$ cat config.mk
export PLATFORM = sky130hd
export DESIGN_NAME = mtb_sevt_gen
export DESIGN_NICKNAME = d
export VERILOG_FILES = /design/src/rtl/mtb_pkg.sv /design/src/rtl/mtb_timebase.sv /design/src/rtl/mtb_evt_post.sv /design/src/rtl/mtb_evt_status.sv /design/src/rtl/mtb_sevt_gen.sv
export SDC_FILE = /design/constraint.sdc
export NUM_CORES = 1
export LEC_CHECK = 0
export ABC_AREA = 1
export BUFFER_PORTS_ARGS = -buffer_cell sky130_fd_sc_hd__buf_4
export CAP_MARGIN = 10
export CORE_MARGIN = 5
export CORE_UTILIZATION = 51
export DETAILED_ROUTE_END_ITERATION = 10
export HOLD_SLACK_MARGIN = 0.1
export PLACE_DENSITY = 0.82
export SLEW_MARGIN = 20
export SYNTH_ARGS = -nofsm -noshare
export SYNTH_HDL_FRONTEND = slang
export SYNTH_SLANG_ARGS = --single-unit
$ cat constraint.sdc
create_clock -name clk -period 1.7 [get_ports clk]
set_clock_uncertainty 0.15 [all_clocks]
set_input_delay 0.085 -clock clk [delete_from_list [all_inputs] [get_ports clk]]
set_output_delay 0.085 -clock clk [all_outputs]
set_load 0.005 [all_outputs]
$ cat src/rtl/mtb_pkg.sv
package mtb_pkg;
  // Postscaler select width is fixed by the 1:1..1:16 ratio range
  localparam int unsigned PS_W = 4;

  typedef struct packed {
    logic match;  // counter equals compare value, compare in range
    logic roll;   // postscaler wraps: issue trigger
  } evt_t;
endpackage

$ cat src/rtl/mtb_timebase.sv
module mtb_timebase #(
  parameter int unsigned CNT_W = 16
) (
  input  logic             clk,
  input  logic             rst_n,
  input  logic             en,
  input  logic [CNT_W-1:0] period,
  output logic [CNT_W-1:0] count
);
  logic [CNT_W-1:0] cnt_q;

  // Next counter value: wrap at or beyond the period
  function automatic logic [CNT_W-1:0] next_count(
    input logic [CNT_W-1:0] c, input logic [CNT_W-1:0] p);
    return (c >= p) ? '0 : c + 1'b1;
  endfunction

  always_ff @(posedge clk or negedge rst_n) begin
    if (!rst_n)   cnt_q <= '0;
    else if (!en) cnt_q <= '0;
    else          cnt_q <= next_count(cnt_q, period);
  end

  assign count = cnt_q;


  tb_idle_zero_chk: assert property (@(posedge clk) disable iff (!rst_n)
    !en |=> (cnt_q == '0));
endmodule

$ cat src/rtl/mtb_evt_post.sv
module mtb_evt_post #(
  parameter int unsigned CNT_W = 16
) (
  input  logic                     clk,
  input  logic                     rst_n,
  input  logic                     en,
  input  logic [CNT_W-1:0]         count,
  input  logic [CNT_W-1:0]         period,
  input  logic [CNT_W-1:0]         cmp_val,
  input  logic [mtb_pkg::PS_W-1:0] ps_sel,
  output mtb_pkg::evt_t            evt
);
  import mtb_pkg::*;

  logic [PS_W-1:0] ps_q;
  logic            in_range;

  // Compare valid only inside the period
  function automatic logic cmp_ok(
    input logic [CNT_W-1:0] c, input logic [CNT_W-1:0] p);
    return c <= p;
  endfunction

  // Postscaler wraps when it has seen sel+1 events
  function automatic logic ps_wrap(
    input logic [PS_W-1:0] cnt, input logic [PS_W-1:0] sel);
    return cnt >= sel;
  endfunction

  assign in_range  = cmp_ok(cmp_val, period);
  assign evt.match = en && in_range && (count == cmp_val);
  assign evt.roll  = evt.match && ps_wrap(ps_q, ps_sel);

  always_ff @(posedge clk or negedge rst_n) begin
    if (!rst_n)          ps_q <= '0;
    else if (!en)        ps_q <= '0;
    else if (evt.roll)   ps_q <= '0;
    else if (evt.match)  ps_q <= ps_q + 1'b1;
  end


  ps_idle_zero_chk: assert property (@(posedge clk) disable iff (!rst_n)
    !en |=> (ps_q == '0));
endmodule

$ cat src/rtl/mtb_evt_status.sv
module mtb_evt_status (
  input  logic clk,
  input  logic rst_n,
  input  logic roll,
  input  logic irq_en,
  input  logic clr,
  output logic trig,
  output logic irq,
  output logic stat
);
  always_ff @(posedge clk or negedge rst_n) begin
    if (!rst_n) begin
      trig <= 1'b0;
      irq  <= 1'b0;
      stat <= 1'b0;
    end else begin
      trig <= roll;
      irq  <= roll && irq_en;
      if (roll)     stat <= 1'b1;
      else if (clr) stat <= 1'b0;
    end
  end


  stat_sticky_chk: assert property (@(posedge clk) disable iff (!rst_n)
    (stat && !clr) |=> stat);
endmodule

$ cat src/rtl/mtb_sevt_gen.sv
module mtb_sevt_gen #(
  parameter int unsigned CNT_W = 16
) (
  input  logic                     clk,
  input  logic                     rst_n,
  input  logic                     tb_en,
  input  logic [CNT_W-1:0]         period,
  input  logic [CNT_W-1:0]         cmp_val,
  input  logic [mtb_pkg::PS_W-1:0] ps_sel,
  input  logic                     irq_en,
  input  logic                     stat_clr,
  output logic                     trig_o,
  output logic                     irq_o,
  output logic                     stat_o
);
  import mtb_pkg::*;

  logic [CNT_W-1:0] tb_count;
  evt_t             sevt;

  mtb_timebase #(.CNT_W(CNT_W)) u_tb (
    .clk(clk), .rst_n(rst_n), .en(tb_en), .period(period), .count(tb_count)
  );

  mtb_evt_post #(.CNT_W(CNT_W)) u_post (
    .clk(clk), .rst_n(rst_n), .en(tb_en), .count(tb_count),
    .period(period), .cmp_val(cmp_val), .ps_sel(ps_sel), .evt(sevt)
  );

  mtb_evt_status u_stat (
    .clk(clk), .rst_n(rst_n), .roll(sevt.roll), .irq_en(irq_en),
    .clr(stat_clr), .trig(trig_o), .irq(irq_o), .stat(stat_o)
  );


  irq_needs_trig_chk: assert property (@(posedge clk) disable iff (!rst_n)
    irq_o |-> trig_o);


  stat_with_trig_chk: assert property (@(posedge clk) disable iff (!rst_n)
    trig_o |-> stat_o);


  trig_in_range_chk: assert property (@(posedge clk) disable iff (!rst_n)
    trig_o |-> ($past(cmp_val) <= $past(period) && $past(tb_en)));


  trig_after_match_chk: assert property (@(posedge clk) disable iff (!rst_n)
    sevt.roll |=> trig_o);
endmodule

# After elaboration in Yosys (flattened, before gate mapping)
# Cells that the tools add are included.
# op_classes
add_sub_neg,2
n_mul,0
n_div,0
magnitude_cmp,3
eq_ne,2
n_shift,0
mux,7
n_bitwise,0
reduce_logical,5
# ops
operator,count
16-bit 2-to-1 mux,2
16-bit by 1-bit adder with 16-bit output (second input constant),1
16-bit equality test,1
16-bit greater-or-equal comparator,1
16-bit less-or-equal comparator,1
4-bit 2-to-1 mux,3
4-bit by 1-bit adder with 4-bit output (second input constant),1
4-bit greater-or-equal comparator,1
1-bit logical AND,4
3-bit by 1-bit inequality test with 1-bit output (second input constant),1
1-bit 2-to-1 mux,2
2-bit nonzero test,1
# totals
reg_bits,23
latch_bits,0
ram_bits,0
romBits,0
word_cells,24
memories,0

# Depth between registers and ports, before layout
# logic_depth
ltp_word,6
mapped_depth,17
depth_no_buf,17

# By module
# From an unflattened synthesis, not the netlist that was laid out.
# hier_totals
cells_unflattened,352
hier_area_um2,2428.6
# modules_own_cells
module,instances,cells_each,area_per_inst_um2
mtb_timebase,1,178,1326.3
mtb_evt_post,1,165,1004.7
mtb_evt_status,1,9,97.6

# Worst setup path before layout
# No wires, ideal clock.
# synth_timing
path_type,register -> register
startpoint,"reg u_tb.cnt_q[15], in the netlist u_tb.count[15]"
endpoint,"reg u_tb.cnt_q[11], in the netlist u_tb.count[11]"
arrival_time_ns,1.570
required_ns,1.427
path_slack_ns,-0.143
stages_incl_launch_ff,10
synth_period_minus_slack_ns,1.843
path_cell_list,dfrtp_1 > ha_1 > nand2_1 > inv_1 > nand3_1 > nor3_1 > nand3_1 > nand3_1 > buf_2 > nor2_1
# synth_via
elab_chain_len,3
# synth_lines
element,line_no,source
from (decl),mtb_timebase.sv:10,logic [CNT_W-1:0] cnt_q;
from (signal assigned),mtb_timebase.sv:21,"else cnt_q <= next_count(cnt_q, period);"
16-bit greater-or-equal comparator,mtb_timebase.sv:15,return (c >= p) ? '0 : c + 1'b1;
16-bit 2-to-1 mux,mtb_timebase.sv:15,
16-bit 2-to-1 mux,mtb_timebase.sv:20,else if (!en) cnt_q <= '0;
# Every way passes these cells.
# A chain may end at the register's enable or synchronous reset.

# Worst setup path in the final report
# layout_timing
startpoint,"reg u_tb.cnt_q[2], in the netlist u_tb.count[2]"
endpoint,"reg u_tb.cnt_q[11], in the netlist u_tb.count[11]"
# layout_via
elab_chain_len,3
# layout_lines
element,line_no
16-bit by 1-bit adder with 16-bit output or 16-bit greater-or-equal comparator (tied branches),mtb_timebase.sv:15
16-bit 2-to-1 mux *,mtb_timebase.sv:15
16-bit 2-to-1 mux *,mtb_timebase.sv:20
# Mark *: on every way between the ends. The rest lies on a longest branch, timed or not.

==> load_flow_metrics.sql <==
INSERT INTO impl_metrics (metric_group, metric, value, unit) VALUES
('critical_path', 'r2r.worst_path.cells', '9', ''),
('critical_path', 'critical_path_cell_count', '9', ''),
('critical_path', 'worstPathArrival', '1.92', 'ns'),
('timing', 'totalNegativeSetupSlack', '-2.08', 'ns'),
('cts', 'worstSkewPairLatency', '0.27', 'ns'),
('floorplan', 'die_h', '76.8', 'um'),
('drt', 'viasPerCell', '5.49', ''),
('cts', 'tritoncts_clock_tree', 'yes', ''),
('synth', 'netlist_area_before_placement', '2280', 'um^2'),
('timing', 'fin_worst_hold_slack', '0.108', 'ns'),
('critical_path', 'crit_path_top_delay_cell', 'sky130_fd_sc_hd__dfrtp_1', ''),
('place', 'placement.cell_area', '2970', 'um^2'),
('global_route', 'track_usage', '20.8', '%'),
('global_route', 'grt_overflow_total', '0', ''),
('finish', 'finish.instance_area', '3460', 'um^2'),
('floorplan', 'pin_count', '44', ''),
('synth', 'synth.net_count', '400', ''),
('synth', 'synth_sequential_area_ratio', '25.3', '%'),
('place', 'place_congestion', '0.875', ''),
('critical_path', 'worstPathBufferInverterCount', '1', ''),
('timing', 'fmax', '539', 'MHz'),
('cts', 'clkSlewWorstSetupHoldPaths', '0.09', 'ns'),
('global_route', 'grt_antenna_before_repair', '0', ''),
('drt', 'routed-via-count', '2590', ''),
('outcome', 'run_status', 'finished, violations left', ''),
('pwr', 'ir_drop', '511', 'uV'),
('cts', 'cts_sinks', '23', ''),
('timing', 'final_critical_path_setup_slack', '-0.155', 'ns'),
('critical_path', 'critical_path_peak_fanout', '3', ''),
('pwr', 'power_density', '384', 'nW/um^2'),
('global_route', 'via_count_of_the_first_global_routing_pass', '2447', ''),
('finish', 'insertedDiodeCount', '0', ''),
('timing', 'timing_worst_slew_pin_value', '0.444', 'ns'),
('drt', 'antenna_left', '0', ''),
('finish', 'layout-drive-gt1-share', '40.7', '%'),
('synth', 'postSynthCellCount', '321', ''),
('drt', 'totalWireLength', '7.24', 'mm'),
('timing', 'maxSlewHeadroom', '70.3', '%'),
('timing', 'hold_viol_final', '0', ''),
('critical_path', 'cp.required', '1.76', 'ns'),
('floorplan', 'die_outline_area', '5900', 'um^2'),
('floorplan', 'fp-row-count', '24', ''),
('place', 'preCtsSetupSlack', '-0.172', 'ns'),
('finish', 'area_delta_synth_final', '52.2', '%'),
('timing', 'unrepaired_setup_endpoints_after_global_routing', 'yes', ''),
('drt', 'detail_route.drc_violations', '0', ''),
('timing', 'final_max_tran_viols', '0', ''),
('outcome', 'violations', 'setup timing', ''),
('hold_path', 'timing.hold.worst.class', 'in -> async', ''),
('place', 'detailed_placer_s_ending_hpwl', '4.81', 'mm'),
('place', 'portBuffers', '43', ''),
('pwr', 'finalPower', '1330', 'uW'),
('synth', 'synth.lib_cells_used.distinct', '28', ''),
('timing', 'min_period_over_period', '109', '%'),
('floorplan', 'dieWidth', '76.8', 'um'),
('drt', 'wire_per_inst', '15.3', 'um'),
('drt', 'detailedRoute.firstPassIterationCount', '4', ''),
('cts', 'cts_root_buffer', 'sky130_fd_sc_hd__clkbuf_8', ''),
('timing', 'layout_min_cycle_time', '1.85', 'ns'),
('cts', 'cts_bufs_inserted', '3', ''),
('global_route', 'grt_first_pass_wirelength', '10.3', 'mm'),
('synth', 'synth_warnings', '0', ''),
('critical_path', 'end_kind', 'flip-flop', ''),
('synth', 'synthesis.area_per_instance', '7.09', 'um^2'),
('critical_path', 'critical_path.top_delay_family', 'simple AND/OR/NAND/NOR gates', ''),
('floorplan', 'initial_utilization', '52.3', '%'),
('timing', 'setup_viol_count_final', '22', ''),
('critical_path', 'cp-start-kind', 'flip-flop', ''),
('critical_path', 'critical_path.cell_chain', 'buf_4 -> nand3_1 -> nor2_2 -> nand4_2 -> nor2_2 -> nand2_1 -> o21ai_1 -> nand3_1 -> nor2_1', ''),
('cts', 'cts_max_path_buffers', '2', ''),
('drt', 'drtIter0Drc', '126', ''),
('global_route', 'grt_max_degree', '24', ''),
('cts', 'htreeDepth', '1', ''),
('run', 'number_of_maximum_capacitance_violations', '0', ''),
('floorplan', 'core-area', '4350', 'um^2'),
('finish', 'fin_nets', '500', ''),
('pwr', 'p_leak', '0.00181', 'uW'),
('critical_path', 'biggest_cell_delay_along_the_critical_path', '0.43', 'ns'),
('synth', 'post_synthesis_register_bit_count', '23', ''),
('critical_path', 'critical_path_class', 'reg -> reg', '');
==> synth_stat cells, drive strengths merged <==
cell	number	area, um^2
nand2	69	264
or2	2	12.5
inv	56	210
a21oi	22	110
ha	38	475
clkbuf	2	7.51
a21o	1	7.51
o21ai	12	63.8
nand4	5	37.5
nor3	11	55.1
xnor2	7	61.3
nand3	25	143
nor2	37	169
o211ai	1	7.51
dfrtp	23	576
buf	3	17.5
xor2	6	52.6
o22ai	1	6.26
==> placed cells by master, fill, tap and decap left out, types with 2 or more instances in the layout <==
cell type	n
sky130_fd_sc_hd__xnor2_2	2
sky130_fd_sc_hd__nor2_2	8
sky130_fd_sc_hd__a21oi_2	6
sky130_fd_sc_hd__dlygate4sd3_1	4
sky130_fd_sc_hd__nor3_4	2
sky130_fd_sc_hd__nand2_2	10
sky130_fd_sc_hd__buf_6	4
sky130_fd_sc_hd__nand3_2	4
sky130_fd_sc_hd__or2_2	2
sky130_fd_sc_hd__inv_2	9
sky130_fd_sc_hd__buf_4	90
sky130_fd_sc_hd__dfrtp_2	2
sky130_fd_sc_hd__ha_1	30
sky130_fd_sc_hd__nor2_1	24
sky130_fd_sc_hd__xnor2_1	4
sky130_fd_sc_hd__nand4_1	4
sky130_fd_sc_hd__nand3_1	18
sky130_fd_sc_hd__xor2_1	6
sky130_fd_sc_hd__a21oi_1	16
sky130_fd_sc_hd__ha_4	7
sky130_fd_sc_hd__nor2_4	5
sky130_fd_sc_hd__o21ai_0	4
sky130_fd_sc_hd__clkbuf_8	3
sky130_fd_sc_hd__o21ai_2	3
sky130_fd_sc_hd__nand2_1	59
sky130_fd_sc_hd__o21ai_1	5
sky130_fd_sc_hd__nor3_2	6
sky130_fd_sc_hd__dfrtp_1	21
sky130_fd_sc_hd__inv_1	47
sky130_fd_sc_hd__nor3_1	3
sky130_fd_sc_hd__nand3_4	3
==> stage by stage <==
step | util (%) | cells
detailed placement | 68.1 | 451
floorplan | - | 321
global placement | 68.1 | 451
global route | 79.5 | 472
CTS | 72.0 | 462
finish | 79.5 | 472
==> logic make-up after synthesis <==
kind of cell	share of synthesized area, %
AOI/OAI and AO/OA	8.58
and+or+nand+nor	29.9
adders and majority gates	20.9
DFF	25.3
xor gates and xnor gates	5.00
buffers and inverters	10.3
==> final timing paths <==
path	start	to	slack, ns
worst max-delay path	u_tb.count[2]	u_tb.count[11]	-0.15
worst min-delay path	rst_n	u_tb.count[14]	0.11
worst max register to register	u_tb.count[2]	u_tb.count[11]	-0.15
worst min register to register	u_stat.stat	u_stat.stat	0.37
max in group asynchronous	rst_n	u_tb.count[1]	1.02
min in group clk	tb_en	u_tb.count[0]	0.18
==> flip-flops by register name, indices dropped and copies added, names as in the netlist <==
register,count
u_post.ps_q,4
u_stat.irq,1
u_stat.stat,1
u_stat.trig,1
u_tb.count,16
==> layer usage <==
| layer | routed length (um) | GRT usage (%) |
|---|---|---|
| met3 | 390 | 3.16 |
| met2 | 3780 | 36.9 |
| met4 | 181 | 7.52 |
| met1 | 2890 | 25.1 |
| met5 | 0 | 0 |
==> power breakdown <==
part	total, uW	switching [uW]	internal [uW]
registers	562	8.92	553
clock network	355	188	168
logic	411	204	207
==> cell type report <==
cell class              count  area, um^2
clock buffers               4        45.0
fillers                   269         891
inverters                  56         210
multi-input cells         237        1760
flip-flops and latches     23         578
well taps                  52        65.1
repair buffers            100         806
==> repair_timing <==
| action | 4_1_cts | 5_1_grt |
|---|---|---|
| resized for setup | 15 | 53 |
| setup buffers | 3 | 9 |
| endpoints found under the setup margin | 21 | 23 |
| gates cloned | 0 | 1 |
| hold buffers | 4 | 0 |
| pin swaps | 8 | 19 |
| hold endpoints to repair | 36 | 0 |
(Power assumes the default switching activity.)
